**src/rtl/ldseq_pkg.sv**
```systemverilog
package ldseq_pkg;
  // Bus phase of the load sequence; ST_HALT is terminal until reset.
  typedef enum logic [2:0] {
    ST_OPC  = 3'd0,
    ST_ADH  = 3'd1,
    ST_ADL  = 3'd2,
    ST_EXE  = 3'd3,
    ST_HALT = 3'd4
  } seq_state_t;
endpackage

```
**src/rtl/ldseq_ctrl.sv**
```systemverilog
module ldseq_ctrl
  import ldseq_pkg::*;
#(
  parameter int unsigned DATA_W  = 8,
  parameter int unsigned OPC_LDA = 'hB6
) (
  input  logic              clk,
  input  logic              rst,
  input  logic [DATA_W-1:0] rdata,
  output logic              pc_step,
  output logic              hi_take,
  output logic              lo_take,
  output logic              acc_take,
  output logic              ea_phase,
  output logic              bus_active,
  output logic              done,
  output logic              illegal
);
  localparam logic [DATA_W-1:0] LOAD_CODE = DATA_W'(OPC_LDA);

  function automatic logic is_load(input logic [DATA_W-1:0] code);
    return code == LOAD_CODE;
  endfunction

  seq_state_t state_q, state_d;
  logic       done_q;
  logic       opc_ok;

  assign opc_ok = is_load(rdata);

  always_comb begin
    state_d = state_q;
    unique case (state_q)
      ST_OPC:  state_d = opc_ok ? ST_ADH : ST_HALT;
      ST_ADH:  state_d = ST_ADL;
      ST_ADL:  state_d = ST_EXE;
      ST_EXE:  state_d = ST_OPC;
      default: state_d = ST_HALT;
    endcase
  end

  always_ff @(posedge clk) begin
    if (rst) begin
      state_q <= ST_OPC;
      done_q  <= 1'b0;
    end else begin
      state_q <= state_d;
      done_q  <= acc_take;
    end
  end

  assign pc_step    = ((state_q == ST_OPC) && opc_ok) || (state_q == ST_ADH) || (state_q == ST_ADL);
  assign hi_take    = (state_q == ST_ADH);
  assign lo_take    = (state_q == ST_ADL);
  assign acc_take   = (state_q == ST_EXE);
  assign ea_phase   = (state_q == ST_EXE);
  assign bus_active = (state_q != ST_HALT);
  assign illegal    = (state_q == ST_HALT);
  assign done       = done_q;

  // completion pulse lasts one cycle
  p_done_pulse_r6: assert property (@(posedge clk) disable iff (rst) done |=> !done);
  // halt is sticky and silences the bus
  p_halt_sticky_r9: assert property (@(posedge clk) disable iff (rst) illegal |=> (illegal && !bus_active));
  // execute cycle is followed directly by an opcode fetch
  p_exe_then_opc_r7: assert property (@(posedge clk) disable iff (rst) acc_take |=> (state_q == ST_OPC));
  // pulse only follows an execute cycle
  p_done_after_exe_r6: assert property (@(posedge clk) disable iff (rst) !acc_take |=> !done);
endmodule

```
**src/rtl/ldseq_pc.sv**
```systemverilog
module ldseq_pc #(
  parameter int unsigned ADDR_W     = 16,
  parameter int unsigned START_ADDR = 'h0100
) (
  input  logic              clk,
  input  logic              rst,
  input  logic              step,
  output logic [ADDR_W-1:0] pc
);
  // Modular increment: the top of the space rolls to zero.
  function automatic logic [ADDR_W-1:0] pc_after(input logic [ADDR_W-1:0] cur);
    return cur + ADDR_W'(1);
  endfunction

  logic [ADDR_W-1:0] pc_q;

  always_ff @(posedge clk) begin
    if (rst)       pc_q <= ADDR_W'(START_ADDR);
    else if (step) pc_q <= pc_after(pc_q);
  end

  assign pc = pc_q;

  // counter frozen whenever no instruction byte is consumed
  p_pc_hold_r9: assert property (@(posedge clk) disable iff (rst) !step |=> $stable(pc_q));
endmodule

```
**src/rtl/ldseq_operand.sv**
```systemverilog
module ldseq_operand #(
  parameter int unsigned DATA_W = 8
) (
  input  logic                clk,
  input  logic                rst,
  input  logic [DATA_W-1:0]   rdata,
  input  logic                hi_take,
  input  logic                lo_take,
  input  logic                acc_take,
  output logic [2*DATA_W-1:0] ea,
  output logic [DATA_W-1:0]   acc
);
  // High byte arrives first and lands in the upper half.
  function automatic logic [2*DATA_W-1:0] join_addr(input logic [DATA_W-1:0] hi,
                                                    input logic [DATA_W-1:0] lo);
    return {hi, lo};
  endfunction

  logic [DATA_W-1:0] hi_q, lo_q, acc_q;

  always_ff @(posedge clk) begin
    if (rst) begin
      hi_q  <= '0;
      lo_q  <= '0;
      acc_q <= '0;
    end else begin
      if (hi_take)  hi_q  <= rdata;
      if (lo_take)  lo_q  <= rdata;
      if (acc_take) acc_q <= rdata;
    end
  end

  assign ea  = join_addr(hi_q, lo_q);
  assign acc = acc_q;

  // accumulator changes only on the execute cycle
  p_acc_hold_r5: assert property (@(posedge clk) disable iff (rst) !acc_take |=> $stable(acc_q));
  // accumulator captures the bus byte of the execute cycle
  p_acc_load_r5: assert property (@(posedge clk) disable iff (rst) acc_take |=> (acc_q == $past(rdata)));
endmodule

```
**src/rtl/shared_bus_lda_seq.sv**
```systemverilog
module shared_bus_lda_seq #(
  parameter int unsigned DATA_W     = 8,
  parameter int unsigned START_ADDR = 'h0100,
  parameter int unsigned OPC_LDA    = 'hB6
) (
  input  logic                clk,
  input  logic                rst,
  output logic [2*DATA_W-1:0] bus_addr,
  input  logic [DATA_W-1:0]   bus_rdata,
  output logic                bus_rd,
  output logic [DATA_W-1:0]   acc,
  output logic                done,
  output logic                illegal
);
  localparam int unsigned ADDR_W = 2 * DATA_W;

  logic              pc_step, hi_take, lo_take, acc_take, ea_phase, bus_active;
  logic [ADDR_W-1:0] pc, ea;

  ldseq_ctrl #(.DATA_W(DATA_W), .OPC_LDA(OPC_LDA)) u_ctrl (
    .clk(clk), .rst(rst), .rdata(bus_rdata),
    .pc_step(pc_step), .hi_take(hi_take), .lo_take(lo_take),
    .acc_take(acc_take), .ea_phase(ea_phase), .bus_active(bus_active),
    .done(done), .illegal(illegal)
  );

  ldseq_pc #(.ADDR_W(ADDR_W), .START_ADDR(START_ADDR)) u_pc (
    .clk(clk), .rst(rst), .step(pc_step), .pc(pc)
  );

  ldseq_operand #(.DATA_W(DATA_W)) u_opnd (
    .clk(clk), .rst(rst), .rdata(bus_rdata),
    .hi_take(hi_take), .lo_take(lo_take), .acc_take(acc_take),
    .ea(ea), .acc(acc)
  );

  // Address and strobe come only from registered state, so they hold for the whole cycle.
  assign bus_addr = ea_phase ? ea : pc;
  assign bus_rd   = bus_active;

  // address frozen while halted
  p_halt_addr_r9: assert property (@(posedge clk) disable iff (rst) illegal |=> $stable(bus_addr));
  // after the execute cycle the bus returns to the program counter
  p_return_to_pc_r7: assert property (@(posedge clk) disable iff (rst) ea_phase |=> (bus_addr == pc));
endmodule

```
**config.mk**
```make
export PLATFORM = sky130hd
export DESIGN_NAME = shared_bus_lda_seq
export DESIGN_NICKNAME = d
export VERILOG_FILES = /design/src/rtl/ldseq_pkg.sv /design/src/rtl/ldseq_ctrl.sv /design/src/rtl/ldseq_pc.sv /design/src/rtl/ldseq_operand.sv /design/src/rtl/shared_bus_lda_seq.sv
export SDC_FILE = /design/constraint.sdc
export NUM_CORES = 1
export LEC_CHECK = 0
export ABC_AREA = 1
export BUFFER_PORTS_ARGS = -buffer_cell sky130_fd_sc_hd__buf_4
export CAP_MARGIN = 0
export CORE_MARGIN = 2
export CORE_UTILIZATION = 56
export CTS_CLUSTER_DIAMETER = 50
export CTS_CLUSTER_SIZE = 12
export DETAILED_ROUTE_END_ITERATION = 12
export PLACE_DENSITY = 0.79
export SYNTH_ARGS = -nofsm -noshare
export SYNTH_HDL_FRONTEND = slang
export SYNTH_HIERARCHICAL = 1
export SYNTH_SLANG_ARGS = --single-unit
export TNS_END_PERCENT = 100
```
**constraint.sdc**
```tcl
create_clock -name clk -period 1.6 [get_ports clk]
set_input_delay 0.16 -clock clk [delete_from_list [all_inputs] [get_ports clk]]
set_output_delay 0.16 -clock clk [all_outputs]
set_load 0.005 [all_outputs]
```
* Yosys cells after proc, flatten, opt, wreduce, memory -nomap -nowiden
Cells that the tools add are included. Widths: inputs -> output; s select.
Storage, ports and cells: memories kept 0, output and inout port bits 27, bits in latches 0, input bits 10, ROM bits 0, memory bits (writable) 0, register bits 44
Cells by class: mux-type cells 3, reduce and logical (&&, ||, !) cells 4, $mul 0, equal/unequal tests 6, add/sub/neg operators 1, magnitude comparators 0, shift operators 0, divide/modulo/power cells 0, bitwise operators 0
Operators with widths (number):
- $add 16x1->16 const B | 1
- $mux 16 | 1
- $pmux 3 s4 | 1
- $eq 8x8->1 const B | 1
- $eq 3x2->1 const B | 2
- $eq 3x1->1 const B | 1
- $eq 3x3->1 const B | 1
- $logic_not 3->1 | 1
- $mux 3 | 1
- $ne 3x3->1 const B | 1
- $logic_or 1x1->1 | 2
- $logic_and 1x1->1 | 1

* Longest topological paths before layout
depth in word-level cells 4, depth in mapped cells 15

* Hierarchy
Netlist, hierarchy kept.
By module, submodules not included:
- ldseq_operand | cells an instance 137, times used 1, area an instance 974.7 um^2
- ldseq_pc | cells an instance 122, times used 1, area an instance 818.3 um^2
- shared_bus_lda_seq | cells an instance 52, times used 1, area an instance 244.0 um^2
- ldseq_ctrl | cells an instance 35, times used 1, area an instance 215.2 um^2

* Worst setup path before layout
OpenSTA, ideal clock, no wires.
kind reg-to-reg, start point register u_ctrl.state_q[2], end point register u_pc.pc_q[13], in the netlist u_pc/pc[13], setup slack 0.225 ns, arrival 1.266 ns, path buffers 1, library setup time 0.109 ns, cell stages (with the launch flop) 12, clock period less this slack 1.375 ns, path through dfxtp_1 nor2_2 nand2_2 nand2_1 buf_4 nand2_1 nor2_4 nand2_1 nor2_1 nand3_1 nand2_1 nor2_1
Between the ends: cells in the longest elaborated chain, start to end 4
RTL lines:
- start, declared | RTL line ldseq_ctrl.sv:25 | seq_state_t state_q, state_d;
- start signal, assigned | RTL line ldseq_ctrl.sv:47 | state_q <= state_d;
- $logic_not 3->1 | RTL line ldseq_ctrl.sv:52 | assign pc_step = ((state_q == ST_OPC) && opc_ok) || (state_q == ST_ADH) || (state_q == ST_ADL);
- $logic_and 1x1->1 | RTL line ldseq_ctrl.sv:52
- $logic_or 1x1->1 | RTL line ldseq_ctrl.sv:52
- $logic_or 1x1->1 (*) | RTL line ldseq_ctrl.sv:52
- named net pc_step | RTL line shared_bus_lda_seq.sv:17 | logic pc_step, hi_take, lo_take, acc_take, ea_phase, bus_active;
- end signal, assigned | RTL line ldseq_pc.sv:18 | if (rst) pc_q <= ADDR_W'(START_ADDR);
- end signal, assigned | RTL line ldseq_pc.sv:19 | else if (step) pc_q <= pc_after(pc_q);
- end, declared | RTL line ldseq_pc.sv:15 | logic [ADDR_W-1:0] pc_q;
The timed path passes the listed nets; every way through them passes the cells marked *. A chain may end at the register's enable or synchronous reset.

* Final worst setup path
start point register u_ctrl.state_q[1], end point output bus_addr[2]
Between the ends: cells in the longest elaborated chain, start to end 2
RTL lines:
- $eq 3x2->1
- named net acc_take | RTL line shared_bus_lda_seq.sv:17
- $mux 16 | RTL line shared_bus_lda_seq.sv:38 | assign bus_addr = ea_phase ? ea : pc;
- end, declared | RTL line shared_bus_lda_seq.sv:8 | output logic [2*DATA_W-1:0] bus_addr,
The timed path passes the listed nets, and every way through them passes these cells.

==> reports/qor.csv <==
stage,metric,value,unit
pwr,pwr/cell area,764.8,nW/µm²
global_route,first-pass GRT wire length,8901,µm
placement,Placed Area,2480,µm²
logic_synthesis,Synth cell types,27,
critical_path,critical-path maximum fanout,8,
final_layout,fin area,2859,µm²
logic_synthesis,Synth top area share,39.11,%
timing,crit path time final,1.676,ns
logic_synthesis,ranking of synthesized cells by area,"dfxtp_1 39%, nand2_1 22%, nor2_1 12%",
global_route,antenna violations before repair,0,
placement,PortBufs,36,
floorplanning,core area,3943,µm²
critical_path,most frequent CP cell,nand2_2,
cts,CTS Buf Count,5,
timing,max-slew violations,0,
global_route,GRT Max-Usage Layer,met2,
cts,Skew-Pair Late Insertion Delay,0.30,ns
timing,Worst Clk Skew,0.005557,ns
placement,post-place setup slack,0.02055,ns
critical_path,Worst Path Arrival,1.52,ns
critical_path,cell family with most CP delay,buffers and inverters,
logic_synthesis,Post-Synthesis Cells,346,
final_layout,fin cells,440,
flow_run,Max-Cap Viols,0,
pwr,worst vdd ir,0.0006160,V
pwr,static leakage,1.327,nW
floorplanning,Initial Utilization,57.12,%
placement,Detailed Place HPWL,3446,µm
timing,Setup WS post-layout,-0.07587,ns
run_status,status,"complete, but fails checks",
logic_synthesis,dominant cell by count in the synthesized netlist,nand2_1,
worst_hold_path,min-delay worst type,input pin to flip-flop,
drt,post-detailed-route wirelength per cell,12.33,µm
final_layout,antenna cell count,0,
final_layout,post-layout util,72.52,%
timing,final worst-path cycle share,104.7,%
floorplanning,IO Count,37,
drt,drt first pass iters,4,
critical_path,Bufs and invs on worst path,4,
final_layout,share of post-route cells with drive strength above 1,27.69,%
logic_synthesis,number of synthesized flops with an enable pin,0,
cts,CTS tree,done,
drt,Routed Antenna Nets,0,
global_route,vias in the first global route,2026,
cts,Clock transition at path regs,0.08,ns
critical_path,CP max stage delay,0.38,ns
critical_path,CP max-delay cell,dfxtp_2,
floorplanning,number of core rows,23,
critical_path,worst-path cell chain,inv_4 -> nor3_4 -> buf_6 -> buf_16 -> nand2_2 -> nand2_2 -> buf_4,
timing,Slew headroom,69.54,%
critical_path,Worst setup SP type,flip-flop,
global_route,M1 GR Usage,30.74,%
placement,gpl congestion,0.8941,
logic_synthesis,synthesized flop and latch total,44,
cts,Max Root-Sink Buffers,2,
timing,final hold slack,0.1218,ns
cts,CTS Root Cell,clkbuf_8,
global_route,largest net degree at the start of global routing,25,
logic_synthesis,top_reg_cell synth,dfxtp_1,
logic_synthesis,Syn Nets,357,
critical_path,Worst EP required,1.44,ns
drt,routed vias,2143,
placement,Placed Cells,423,
final_layout,FF/Latch Area,884.6,µm²
drt,DR DRC count,0,
logic_synthesis,Syn Area/Cell,6.509,µm²
global_route,Overflow after GRT,0,
run_status,failing checks,negative setup slack,
drt,final wirelength,5425,µm
logic_synthesis,post-synth top area cell,dfxtp_1,
cts,CTS hold repair buffers,0,
drt,via/cell ratio,4.870,
floorplanning,Die Y,67.42,µm
logic_synthesis,synthesized cell area,2252,µm²
floorplanning,Die Area,4545,µm²
critical_path,CP Class,flip-flop to output pin,
logic_synthesis,Post-synth top cells,"132 x nand2_1, 73 x nor2_1, 44 x dfxtp_1",
logic_synthesis,Synth warnings,6,
timing,fmax,596.7,MHz
timing,actual slew at the worst max-slew pin,0.4563,ns
final_layout,multi-input logic area,1185,µm²
cts,TritonCTS sink count,44,
final_layout,synthesis-to-layout area growth,26.94,%
global_route,aggregate global-route resource usage,26.03,%
final_layout,layout net count,401,
timing,Fin. Hold Viols,0,
logic_synthesis,asr flop ratio synth,0,%
timing,endpoints failing setup,16,
logic_synthesis,post-synthesis sequential area ratio,39.11,%
final_layout,# fillers,318,
timing,RSZ-0062 raised after global routing,true,
cts,CTS HTree Levels,2,
critical_path,Crit. End Element,output pin,
global_route,routing usage on met3,6.333,%
floorplanning,Horiz. Die Dim,67.42,µm
drt,DR iter-0 viols,155,
global_route,GRT met2 Usage,45.79,%
==> flip-flops by register name, indices dropped and copies added, names as in the netlist <==
name and cells:
u_pc/pc 16, u_ctrl/done 1, u_opnd/lo_q 8, u_opnd/hi_q 8, u_ctrl/state_q 3, u_opnd/acc 8
==> layer usage <==
metal	wire (µm)	up-vias
met5	0	-
met4	96	0
met3	251	9
met2	2682	51
met1	2395	961
li1	-	1122
==> cell families after synthesis <==
group / count (synthesis) / synth area share [%]
adders and majority gates: 1 / 0.5555
buffers and inverters: 47 / 12.67
AOI/OAI and AO/OA: 16 / 4.001
DFF: 44 / 39.11
and+or+nand+nor: 238 / 43.67
==> path summary, 6_finish.rpt <==
path	startpoint	endpoint	slack [ns]	depth (start not counted)
worst max-delay path	u_ctrl/state_q[1]$_SDFF_PP0_	bus_addr[2]	-0.08	7
worst min-delay path	rst	u_ctrl/state_q[0]$_SDFF_PP0_	0.12	2
worst max register to register	u_ctrl/state_q[0]$_SDFF_PP0_	u_pc/pc[13]$_SDFFE_PP0P_	0.07	10
worst min register to register	u_opnd/acc[2]$_SDFFE_PP0P_	u_opnd/acc[2]$_SDFFE_PP0P_	0.48	2
==> cell type report <==
class | instances | area share, %
Multi-Input combinational cell | 255 | 41.44
Sequential cell | 44 | 30.94
Timing Repair Buffer | 49 | 15.62
Inverter | 34 | 4.989
Clock buffer | 5 | 2.407
Tap cell | 50 | 2.188
Clock inverter | 2 | 2.101
Timing Repair inverter | 1 | 0.3063
==> layout by cell type (no fill, tap or decap) <==
| cell | count |
|---|---|
| nand3_1 | 5 |
| o21ai_0 | 3 |
| o21a_1 | 1 |
| buf_6 | 7 |
| nand4_1 | 2 |
| inv_6 | 1 |
| buf_12 | 1 |
| buf_16 | 2 |
| nand2_2 | 25 |
| a211oi_1 | 1 |
| nor2_1 | 72 |
| nand3b_1 | 1 |
| nor2_2 | 6 |
| buf_4 | 39 |
| clkbuf_8 | 5 |
| inv_4 | 1 |
| nand3_2 | 3 |
| nor3_1 | 2 |
| clkinv_1 | 1 |
| bufinv_16 | 2 |
| ha_1 | 1 |
| nor3_4 | 1 |
| inv_1 | 28 |
| o21bai_1 | 1 |
| dfxtp_2 | 3 |
| inv_12 | 1 |
| nor2_4 | 4 |
| nand2_4 | 4 |
| nor4_1 | 1 |
| o31ai_1 | 1 |
| a21oi_1 | 8 |
| inv_2 | 3 |
| nand2_1 | 112 |
| dfxtp_1 | 41 |
| o21ai_1 | 1 |
==> where the power goes <==
part           switching, mW  internal (mW)  total (mW)
registers            0.00318           1.10        1.10
clock network          0.384          0.615       0.999
logic                 0.0546         0.0342      0.0888
total                  0.442           1.74        2.19
==> metrics by stage <==
| step | setup TNS, ns | power (mW) |
|---|---|---|
| after detailed placement | 0 | 1.210 |
| after global routing | -1.779 | 2.233 |
| after floorplan | 0 | 1.175 |
| final | -0.6777 | 2.187 |
| after global placement | 0 | 1.209 |
| after CTS | -0.05652 | 2.188 |
==> what timing repair did <==
item | 4_1_cts | 5_1_grt
cloned | 4 | 0
setup buffers | 5 | 3
setup endpoints to repair | 16 | 26
resized for setup | 15 | 34
pin swaps | 12 | 9
hold endpoints to repair | 0 | 0
No activity file was read; power rests on OpenSTA's default activity.
